===== config.mk =====
export PLATFORM = sky130hd
export DESIGN_NAME = dir_ctrl
export DESIGN_NICKNAME = d
export VERILOG_FILES = /design/src/rtl/dir_pkg.sv /design/src/rtl/dir_arrival_fifo.sv /design/src/rtl/dir_entry_store.sv /design/src/rtl/dir_engine.sv /design/src/rtl/dir_ctrl.sv
export SDC_FILE = /design/constraint.sdc
export NUM_CORES = 1
export LEC_CHECK = 0
export BUFFER_PORTS_ARGS = -buffer_cell sky130_fd_sc_hd__buf_2
export CAP_MARGIN = 20
export CELL_PAD_IN_SITES_DETAIL_PLACEMENT = 0
export CELL_PAD_IN_SITES_GLOBAL_PLACEMENT = 2
export CORE_MARGIN = 8
export CORE_UTILIZATION = 37
export CTS_BUF_LIST = sky130_fd_sc_hd__clkbuf_16
export CTS_CLUSTER_DIAMETER = 60
export DETAILED_ROUTE_END_ITERATION = 6
export PLACE_DENSITY_LB_ADDON = 0.1
export SYNTH_ARGS = -nofsm -noshare
export SYNTH_HDL_FRONTEND = slang
export SYNTH_SLANG_ARGS = --single-unit

===== constraint.sdc =====
create_clock -name clk -period 2.8 [get_ports clk]
set_input_delay 0.14 -clock clk [delete_from_list [all_inputs] [get_ports clk]]
set_output_delay 0.14 -clock clk [all_outputs]
set_load 0.005 [all_outputs]

===== src/rtl/dir_pkg.sv =====
// Shared types of the directory controller: message kinds and engine states.
// Assumes message kind codes are fixed because PE caches decode them.
package dir_pkg;
    typedef enum logic [1:0] {
        CMD_INVAL        = 2'd0,
        CMD_RECALL_SHARE = 2'd1,
        CMD_RECALL_INV   = 2'd2
    } cmd_kind_e;

    typedef enum logic [1:0] {
        ST_IDLE = 2'd0,
        ST_LOOK = 2'd1,
        ST_WAIT = 2'd2,
        ST_DONE = 2'd3
    } eng_state_e;
endpackage


===== src/rtl/dir_arrival_fifo.sv =====
// Request holding queue. Captures each PE's request fields and keeps PE
// indices in arrival order; same-cycle arrivals enqueue lowest index first.
// Assumes each PE has at most one request outstanding, so NUM_PE slots suffice.
module dir_arrival_fifo #(
    parameter int NUM_PE = 4,
    parameter int ADDR_W = 3
) (
    input  logic                     clk,
    input  logic                     rst_n,
    input  logic [NUM_PE-1:0]        push_vec,
    input  logic [NUM_PE-1:0]        push_wr,
    input  logic [NUM_PE*ADDR_W-1:0] push_addr,
    input  logic                     pop,
    output logic                     head_vld,
    output logic [((NUM_PE>1)?$clog2(NUM_PE):1)-1:0] head_pe,
    output logic                     head_wr,
    output logic [ADDR_W-1:0]        head_addr
);
    localparam int PE_W  = (NUM_PE > 1) ? $clog2(NUM_PE) : 1;
    localparam int CNT_W = $clog2(NUM_PE + 1);

    logic [PE_W-1:0]   slot_q [NUM_PE];
    logic [PE_W-1:0]   slot_n [NUM_PE];
    logic [PE_W-1:0]   rd_q, rd_n;
    logic [CNT_W-1:0]  cnt_q, cnt_n, pushes;
    logic [PE_W-1:0]   widx;
    logic [NUM_PE-1:0] hold_wr;
    logic [ADDR_W-1:0] hold_addr [NUM_PE];

    // Place this cycle's arrivals behind the queued ones, in index order.
    always_comb begin
        slot_n = slot_q;
        pushes = '0;
        widx   = '0;
        for (int k = 0; k < NUM_PE; k++) begin
            if (push_vec[k]) begin
                widx = PE_W'((int'(rd_q) + int'(cnt_q) + int'(pushes)) % NUM_PE);
                slot_n[widx] = PE_W'(k);
                pushes = pushes + 1'b1;
            end
        end
    end

    // Advance read pointer and occupancy.
    always_comb begin
        rd_n  = rd_q;
        if (pop) begin
            rd_n = (int'(rd_q) == NUM_PE - 1) ? '0 : rd_q + 1'b1;
        end
        cnt_n = cnt_q + pushes - CNT_W'(pop);
    end

    // Queue state registers.
    always_ff @(posedge clk) begin
        if (!rst_n) begin
            rd_q  <= '0;
            cnt_q <= '0;
            for (int k = 0; k < NUM_PE; k++) slot_q[k] <= '0;
        end else begin
            rd_q   <= rd_n;
            cnt_q  <= cnt_n;
            slot_q <= slot_n;
        end
    end

    // Per-PE capture of the request fields.
    for (genvar p = 0; p < NUM_PE; p++) begin : g_hold
        always_ff @(posedge clk) begin
            if (!rst_n) begin
                hold_wr[p]   <= 1'b0;
                hold_addr[p] <= '0;
            end else if (push_vec[p]) begin
                hold_wr[p]   <= push_wr[p];
                hold_addr[p] <= push_addr[p*ADDR_W +: ADDR_W];
            end
        end
    end

    assign head_vld  = (cnt_q != '0);
    assign head_pe   = slot_q[rd_q];
    assign head_wr   = hold_wr[head_pe];
    assign head_addr = hold_addr[head_pe];

    // the queue never holds more entries than there are PEs.
    p_no_overflow_r9: assert property (@(posedge clk) disable iff (!rst_n)
        (int'(cnt_q) + int'(pushes) - int'(pop)) <= NUM_PE);
    // the engine only takes a request when one is queued.
    p_pop_nonempty_r8: assert property (@(posedge clk) disable iff (!rst_n)
        pop |-> (cnt_q != '0));
endmodule


===== src/rtl/dir_entry_store.sv =====
// Directory entries (presence vector, dirty bit) and one data word per block.
// Combinational read port and one synchronous write port; reset clears the
// directory and loads block a with INIT_BASE + a.
module dir_entry_store #(
    parameter int          NUM_PE    = 4,
    parameter int          ADDR_W    = 3,
    parameter int          DATA_W    = 16,
    parameter logic [15:0] INIT_BASE = 16'hA000
) (
    input  logic              clk,
    input  logic              rst_n,
    input  logic [ADDR_W-1:0] rd_addr,
    output logic [NUM_PE-1:0] rd_pres,
    output logic              rd_dirty,
    output logic [DATA_W-1:0] rd_data,
    input  logic [ADDR_W-1:0] wr_addr,
    input  logic              dir_we,
    input  logic [NUM_PE-1:0] wr_pres,
    input  logic              wr_dirty,
    input  logic              mem_we,
    input  logic [DATA_W-1:0] mem_wdata
);
    localparam int BLOCKS = 1 << ADDR_W;

    logic [NUM_PE-1:0] pres_q  [BLOCKS];
    logic              dirty_q [BLOCKS];
    logic [DATA_W-1:0] mem_q   [BLOCKS];

    assign rd_pres  = pres_q[rd_addr];
    assign rd_dirty = dirty_q[rd_addr];
    assign rd_data  = mem_q[rd_addr];

    for (genvar b = 0; b < BLOCKS; b++) begin : g_blk
        // Update one block's entry and data word when addressed.
        always_ff @(posedge clk) begin
            if (!rst_n) begin
                pres_q[b]  <= '0;
                dirty_q[b] <= 1'b0;
                mem_q[b]   <= DATA_W'(INIT_BASE) + DATA_W'(b);
            end else if (int'(wr_addr) == b) begin
                if (dir_we) begin
                    pres_q[b]  <= wr_pres;
                    dirty_q[b] <= wr_dirty;
                end
                if (mem_we) mem_q[b] <= mem_wdata;
            end
        end

        // a dirty block has exactly one PE marked present.
        p_single_owner_r6: assert property (@(posedge clk) disable iff (!rst_n)
            dirty_q[b] |-> ($countones(pres_q[b]) == 1));
    end
endmodule


===== src/rtl/dir_engine.sv =====
// Transaction engine. Takes one queued request, decides the targets from the
// directory entry, pulses messages, waits for every acknowledgement, then
// writes the entry back and answers the requester.
// Assumes PEs acknowledge each message exactly once, after receiving it.
module dir_engine #(
    parameter int NUM_PE = 4,
    parameter int ADDR_W = 3,
    parameter int DATA_W = 16
) (
    input  logic                     clk,
    input  logic                     rst_n,
    input  logic                     head_vld,
    input  logic [((NUM_PE>1)?$clog2(NUM_PE):1)-1:0] head_pe,
    input  logic                     head_wr,
    input  logic [ADDR_W-1:0]        head_addr,
    output logic                     pop,
    output logic [ADDR_W-1:0]        look_addr,
    input  logic [NUM_PE-1:0]        rd_pres,
    input  logic                     rd_dirty,
    input  logic [DATA_W-1:0]        rd_data,
    output logic                     dir_we,
    output logic [NUM_PE-1:0]        wr_pres,
    output logic                     wr_dirty,
    output logic                     mem_we,
    output logic [DATA_W-1:0]        mem_wdata,
    output logic [NUM_PE-1:0]        cmd_valid,
    output logic [1:0]               cmd_kind,
    output logic [ADDR_W-1:0]        cmd_addr,
    input  logic [NUM_PE-1:0]        ack_valid,
    input  logic [NUM_PE*DATA_W-1:0] ack_data,
    output logic [NUM_PE-1:0]        rsp_valid,
    output logic [DATA_W-1:0]        rsp_data
);
    import dir_pkg::*;
    localparam int PE_W = (NUM_PE > 1) ? $clog2(NUM_PE) : 1;

    eng_state_e        state_q;
    logic [PE_W-1:0]   cur_pe;
    logic              cur_wr;
    logic [ADDR_W-1:0] cur_addr;
    cmd_kind_e         kind_q, kind_c;
    logic              was_dirty_q;
    logic [NUM_PE-1:0] pending_q, keep_q, targets, req_bit;
    logic [DATA_W-1:0] buf_q, recall_data;
    logic              any_recall_ack, acked_all;

    // One-hot form of the requester.
    always_comb begin
        req_bit = '0;
        req_bit[cur_pe] = 1'b1;
    end

    // Targets: other present PEs, unless the read finds the block clean.
    always_comb begin
        targets = (cur_wr || rd_dirty) ? (rd_pres & ~req_bit) : '0;
        if (!cur_wr)       kind_c = CMD_RECALL_SHARE;
        else if (rd_dirty) kind_c = CMD_RECALL_INV;
        else               kind_c = CMD_INVAL;
    end

    // Gather returned line data from acknowledgements still awaited.
    always_comb begin
        recall_data    = '0;
        any_recall_ack = 1'b0;
        for (int p = 0; p < NUM_PE; p++) begin
            if (ack_valid[p] && pending_q[p]) begin
                recall_data    = recall_data | ack_data[p*DATA_W +: DATA_W];
                any_recall_ack = 1'b1;
            end
        end
        acked_all = ((pending_q & ~ack_valid) == '0);
    end

    assign pop       = (state_q == ST_IDLE) && head_vld;
    assign look_addr = cur_addr;
    assign dir_we    = (state_q == ST_DONE);
    assign wr_pres   = cur_wr ? req_bit : (keep_q | req_bit);
    assign wr_dirty  = cur_wr;
    assign mem_we    = (state_q == ST_DONE) && was_dirty_q;
    assign mem_wdata = buf_q;
    assign cmd_kind  = kind_q;

    // Transaction sequencing and registered outputs.
    always_ff @(posedge clk) begin
        if (!rst_n) begin
            state_q     <= ST_IDLE;
            cur_pe      <= '0;
            cur_wr      <= 1'b0;
            cur_addr    <= '0;
            kind_q      <= CMD_INVAL;
            was_dirty_q <= 1'b0;
            pending_q   <= '0;
            keep_q      <= '0;
            buf_q       <= '0;
            cmd_valid   <= '0;
            cmd_addr    <= '0;
            rsp_valid   <= '0;
            rsp_data    <= '0;
        end else begin
            cmd_valid <= '0;
            rsp_valid <= '0;
            case (state_q)
                ST_IDLE: begin
                    if (head_vld) begin
                        cur_pe   <= head_pe;
                        cur_wr   <= head_wr;
                        cur_addr <= head_addr;
                        state_q  <= ST_LOOK;
                    end
                end
                ST_LOOK: begin
                    buf_q       <= rd_data;
                    keep_q      <= rd_pres;
                    was_dirty_q <= rd_dirty;
                    kind_q      <= kind_c;
                    pending_q   <= targets;
                    cmd_valid   <= targets;
                    cmd_addr    <= cur_addr;
                    state_q     <= (targets == '0) ? ST_DONE : ST_WAIT;
                end
                ST_WAIT: begin
                    pending_q <= pending_q & ~ack_valid;
                    if (any_recall_ack && kind_q != CMD_INVAL) buf_q <= recall_data;
                    if (acked_all) state_q <= ST_DONE;
                end
                ST_DONE: begin
                    rsp_valid <= req_bit;
                    rsp_data  <= buf_q;
                    state_q   <= ST_IDLE;
                end
                default: state_q <= ST_IDLE;
            endcase
        end
    end

    // at most one requester is answered per cycle.
    p_rsp_onehot_r8: assert property (@(posedge clk) disable iff (!rst_n)
        $onehot0(rsp_valid));
    // message pulses last a single cycle.
    p_cmd_pulse_r8: assert property (@(posedge clk) disable iff (!rst_n)
        (cmd_valid != '0) |=> (cmd_valid == '0));
    // the requester never receives its own message.
    p_no_self_msg_r4: assert property (@(posedge clk) disable iff (!rst_n)
        (cmd_valid != '0) |-> ((cmd_valid & req_bit) == '0));
    // no response while acknowledgements are outstanding.
    p_rsp_after_acks_r7: assert property (@(posedge clk) disable iff (!rst_n)
        (pending_q != '0) |-> (rsp_valid == '0));
endmodule


===== src/rtl/dir_ctrl.sv =====
// Top of the directory coherence controller: request queue, transaction
// engine and entry store. Assumes each PE keeps at most one request open and
// acknowledges every message it receives.
module dir_ctrl #(
    parameter int          NUM_PE    = 4,
    parameter int          ADDR_W    = 3,
    parameter int          DATA_W    = 16,
    parameter logic [15:0] INIT_BASE = 16'hA000
) (
    input  logic                     clk,
    input  logic                     rst_n,
    input  logic [NUM_PE-1:0]        req_valid,
    input  logic [NUM_PE-1:0]        req_write,
    input  logic [NUM_PE*ADDR_W-1:0] req_addr,
    output logic [NUM_PE-1:0]        cmd_valid,
    output logic [1:0]               cmd_kind,
    output logic [ADDR_W-1:0]        cmd_addr,
    input  logic [NUM_PE-1:0]        ack_valid,
    input  logic [NUM_PE*DATA_W-1:0] ack_data,
    output logic [NUM_PE-1:0]        rsp_valid,
    output logic [DATA_W-1:0]        rsp_data
);
    localparam int PE_W = (NUM_PE > 1) ? $clog2(NUM_PE) : 1;

    logic              head_vld, head_wr, pop;
    logic [PE_W-1:0]   head_pe;
    logic [ADDR_W-1:0] head_addr, look_addr;
    logic [NUM_PE-1:0] rd_pres, wr_pres;
    logic              rd_dirty, wr_dirty, dir_we, mem_we;
    logic [DATA_W-1:0] rd_data, mem_wdata;

    dir_arrival_fifo #(.NUM_PE(NUM_PE), .ADDR_W(ADDR_W)) u_queue (
        .clk(clk), .rst_n(rst_n),
        .push_vec(req_valid), .push_wr(req_write), .push_addr(req_addr),
        .pop(pop), .head_vld(head_vld), .head_pe(head_pe),
        .head_wr(head_wr), .head_addr(head_addr)
    );

    dir_engine #(.NUM_PE(NUM_PE), .ADDR_W(ADDR_W), .DATA_W(DATA_W)) u_engine (
        .clk(clk), .rst_n(rst_n),
        .head_vld(head_vld), .head_pe(head_pe), .head_wr(head_wr),
        .head_addr(head_addr), .pop(pop), .look_addr(look_addr),
        .rd_pres(rd_pres), .rd_dirty(rd_dirty), .rd_data(rd_data),
        .dir_we(dir_we), .wr_pres(wr_pres), .wr_dirty(wr_dirty),
        .mem_we(mem_we), .mem_wdata(mem_wdata),
        .cmd_valid(cmd_valid), .cmd_kind(cmd_kind), .cmd_addr(cmd_addr),
        .ack_valid(ack_valid), .ack_data(ack_data),
        .rsp_valid(rsp_valid), .rsp_data(rsp_data)
    );

    dir_entry_store #(.NUM_PE(NUM_PE), .ADDR_W(ADDR_W), .DATA_W(DATA_W),
                      .INIT_BASE(INIT_BASE)) u_store (
        .clk(clk), .rst_n(rst_n),
        .rd_addr(look_addr), .rd_pres(rd_pres), .rd_dirty(rd_dirty),
        .rd_data(rd_data), .wr_addr(look_addr), .dir_we(dir_we),
        .wr_pres(wr_pres), .wr_dirty(wr_dirty),
        .mem_we(mem_we), .mem_wdata(mem_wdata)
    );
endmodule


==> metrics <==
row count 66; crit-path cells inv_1, ha_1, nand2b_1, clkinv_2, ha_1, inv_1, ha_1, fa_1, xor2_1, xnor2_1, xnor2_1, and2_1; number of clock sinks 259; final worst-path cycle share 89.55%; via count between 8k and 9k; total track usage 16.80%; slew at the pin with the worst max-slew slack 0.9496 ns; relative max-transition margin 36.46%; deepest clock path buffer count 3; startpoint types register; FMAX ~400 MHz; CP bufs+invs 3; predominant post-synthesis flop cell edfxtp_1; Antenna diodes 0; Max IR drop VDD 0.0003604 V; DRT met1 WL 17490 µm; Top delay family on crit path adder cells; layout cells sized above 1 a little under a quarter; RSZ-0062 raised after global routing false; crit end category register; layout net count 1217; Mapped Nets 1076; Core Region 32540 µm²; CP max FO 5; setup TNS 0 ns; critical path's largest stage delay 0.39 ns; Post-synth ARST share 0%; Die Y 197.9 µm; total wire length between 30000 and 40000 µm; Mapped Cells 969; Worst Path Required 3.19 ns; H-tree depth 2; Worst Hold Class in -> reg; Leak 5.589 nW; Pwr Density 874.2 nW/µm²; register area share after synthesis 57.01%; CP max stage cell dfxtp_1; largest net degree at the start of global routing 84; Synth cell types 57; CTS tree yes; Post-synth EDFFs 179; final setup violation count 0; clock skew 0.01332 ns; total grt overflow 0; Synth Register Bits around 260; Highest Signal Layer met4; P&R area growth vs syn 20.34%; TritonRoute pass-1 iters 7; Root Buffer clkbuf_16; postcts setup bufs 0; initial antenna violation count 0; max-slew violation count 0; synth warn 0; met2 WL 13840 µm; num ports 119; Final Hold Fails 0; setup ws final 0.2926 ns; clock period minus worst slack 2.507 ns; Die X 197.9 µm; Max-cap violations 0; first-pass GRT wire length between 50000 and 60000 µm; PortBufs 118; Arr. time, crit path 2.90 ns; drc violations 0; DRT iter0 DRCs approximately 540; CTS buffer count 34; status completed; DIE AREA 39150 µm²; Setup WS pre-CTS 0.1505 ns; gp weighted congestion 0.7720; vias per inst 5.226; Final HPWL DP 22470 µm; Netlist Area Pre-Place 12240 µm²; register clock-pin slew on the reported worst setup and hold paths 0.06 ns; initial core utilization 37.61%; vias in the first global route 8276; WL per Instance 21.23 µm; Crit path top cell by count ha_1; met3 routed WL 1745 µm; Routed Antenna Nets 0; Clk Latency, worst-skew pair 0.50 ns; Avg Cell Area, Syn 12.63 µm²; critical setup path kind reg -> reg
-- kinds of logic (layout without fill, tap and decap cells) --
logic type / count (synthesis) / after routing / synth area share (%)
and+or+nand+nor: 374 / 374 / 16.52
DFF: 259 / 259 / 57.01
AOI/OAI and AO/OA: 131 / 131 / 8.455
buffers and inverters: 94 / 261 / 3.261
muxes: 81 / 81 / 11.80
adders and majority gates: 17 / 17 / 1.799
xor gates and xnor gates: 13 / 13 / 1.155
-- repair_timing --
item,in CTS,in global routing
hold endpoints to repair,16,0
resized for setup,0,1
endpoints found under the setup margin,0,1
hold buffers,16,0
-- cells in the mapped netlist (all sizes together), types with 17 or more instances --
master  instances  area share, %
buf            19           0.96
a22oi          17            1.0
clkbuf         57            1.7
mux4           48            9.0
inv            17           0.52
a21boi         21            1.3
edfxtp        179             44
nor2b          55            2.8
and3           94            4.8
nor2           64            2.0
dfxtp          80             13
and2           36            1.9
nand2          57            1.7
mux2i          31            2.6
or3            29            1.5
-- state kept, by name, indices dropped and copies added, names as in the netlist, 8 cells and up --
register and count:
u_store.dirty_q 8, u_store.pres_q 32, u_queue.hold_addr 12, u_engine.mem_wdata 16
u_queue.slot_q 8, u_store.mem_q 128, u_engine.rsp_data 16
-- cell usage in the layout, fill, tap and decap left out, types with 17 or more instances in the layout --
master | synthesis | layout
a22oi_1 | 17 | 17
and2_1 | 35 | 35
and3_1 | 94 | 94
buf_2 | 9 | 118
buf_4 | 3 | 43
clkbuf_16 | 0 | 37
dfxtp_1 | 80 | 77
edfxtp_1 | 179 | 179
inv_1 | 17 | 27
mux2i_1 | 30 | 30
mux4_2 | 41 | 41
nand2_1 | 57 | 57
nor2_1 | 64 | 64
nor2b_1 | 55 | 51
or3_1 | 29 | 29
-- report_power, final --
part / switching, mW / internal, mW
Combinational: 2.08 / 1.55
Sequential: 0.520 / 4.54
Clock: 1.63 / 2.56
Total: 4.23 / 8.65
-- area by class of cell --
class	instances	area (µm²)
inverters	18	68.82
clock inverters	25	167.7
flip-flops and latches	259	6980
multi-input cells	616	4877
fillers	3073	17810
well taps	442	553.0
clock buffers	37	925.9
repair buffers	181	1154
-- worst paths after layout --
path / slack [ns] / to / cells past startpoint / start
max: 0.29 / u_queue.cnt_q[2]$_SDFF_PN0_ / 12 / u_engine.state_q[1]$_SDFFE_PN0P_
min: 0.08 / u_queue.hold_addr[0][2]$_SDFFCE_PN0P_ / 3 / req_valid[0]
max reg2reg: 0.29 / u_queue.cnt_q[2]$_SDFF_PN0_ / 12 / u_engine.state_q[1]$_SDFFE_PN0P_
min reg2reg: 0.47 / u_engine.wr_dirty$_SDFFE_PN0P_ / 2 / u_engine.wr_dirty$_SDFFE_PN0P_
-- through the flow --
step	instances	utilization (%)	power [mW]	area [µm²]	hold slack [ns]
6_report	1578	45.26	12.87	14730	0.07587
3_5_place_dp	1500	41.39	8.757	13470	0.4184
2_1_floorplan	969	-	7.422	12250	0.3091
4_1_cts	1578	45.25	13.02	14720	0.05366
5_1_grt	1578	45.26	13.55	14730	0.09086
3_3_place_gp	1500	41.39	8.779	13470	0.4116
-- layer usage --
metal / track usage (%) / vias to the layer above
met5: 0 / -
met1: 26.02 / 4076
met4: 3.402 / 0
met2: 24.17 / 196
met3: 2.886 / 35
li1: - / 3939
-- worst min-delay path: cells and delay by family --
family	cells	cell delay [ns]
buf+inv	2	0.17
simple gates	1	0.12
Note: power is estimated with default switching activity, not from simulation.
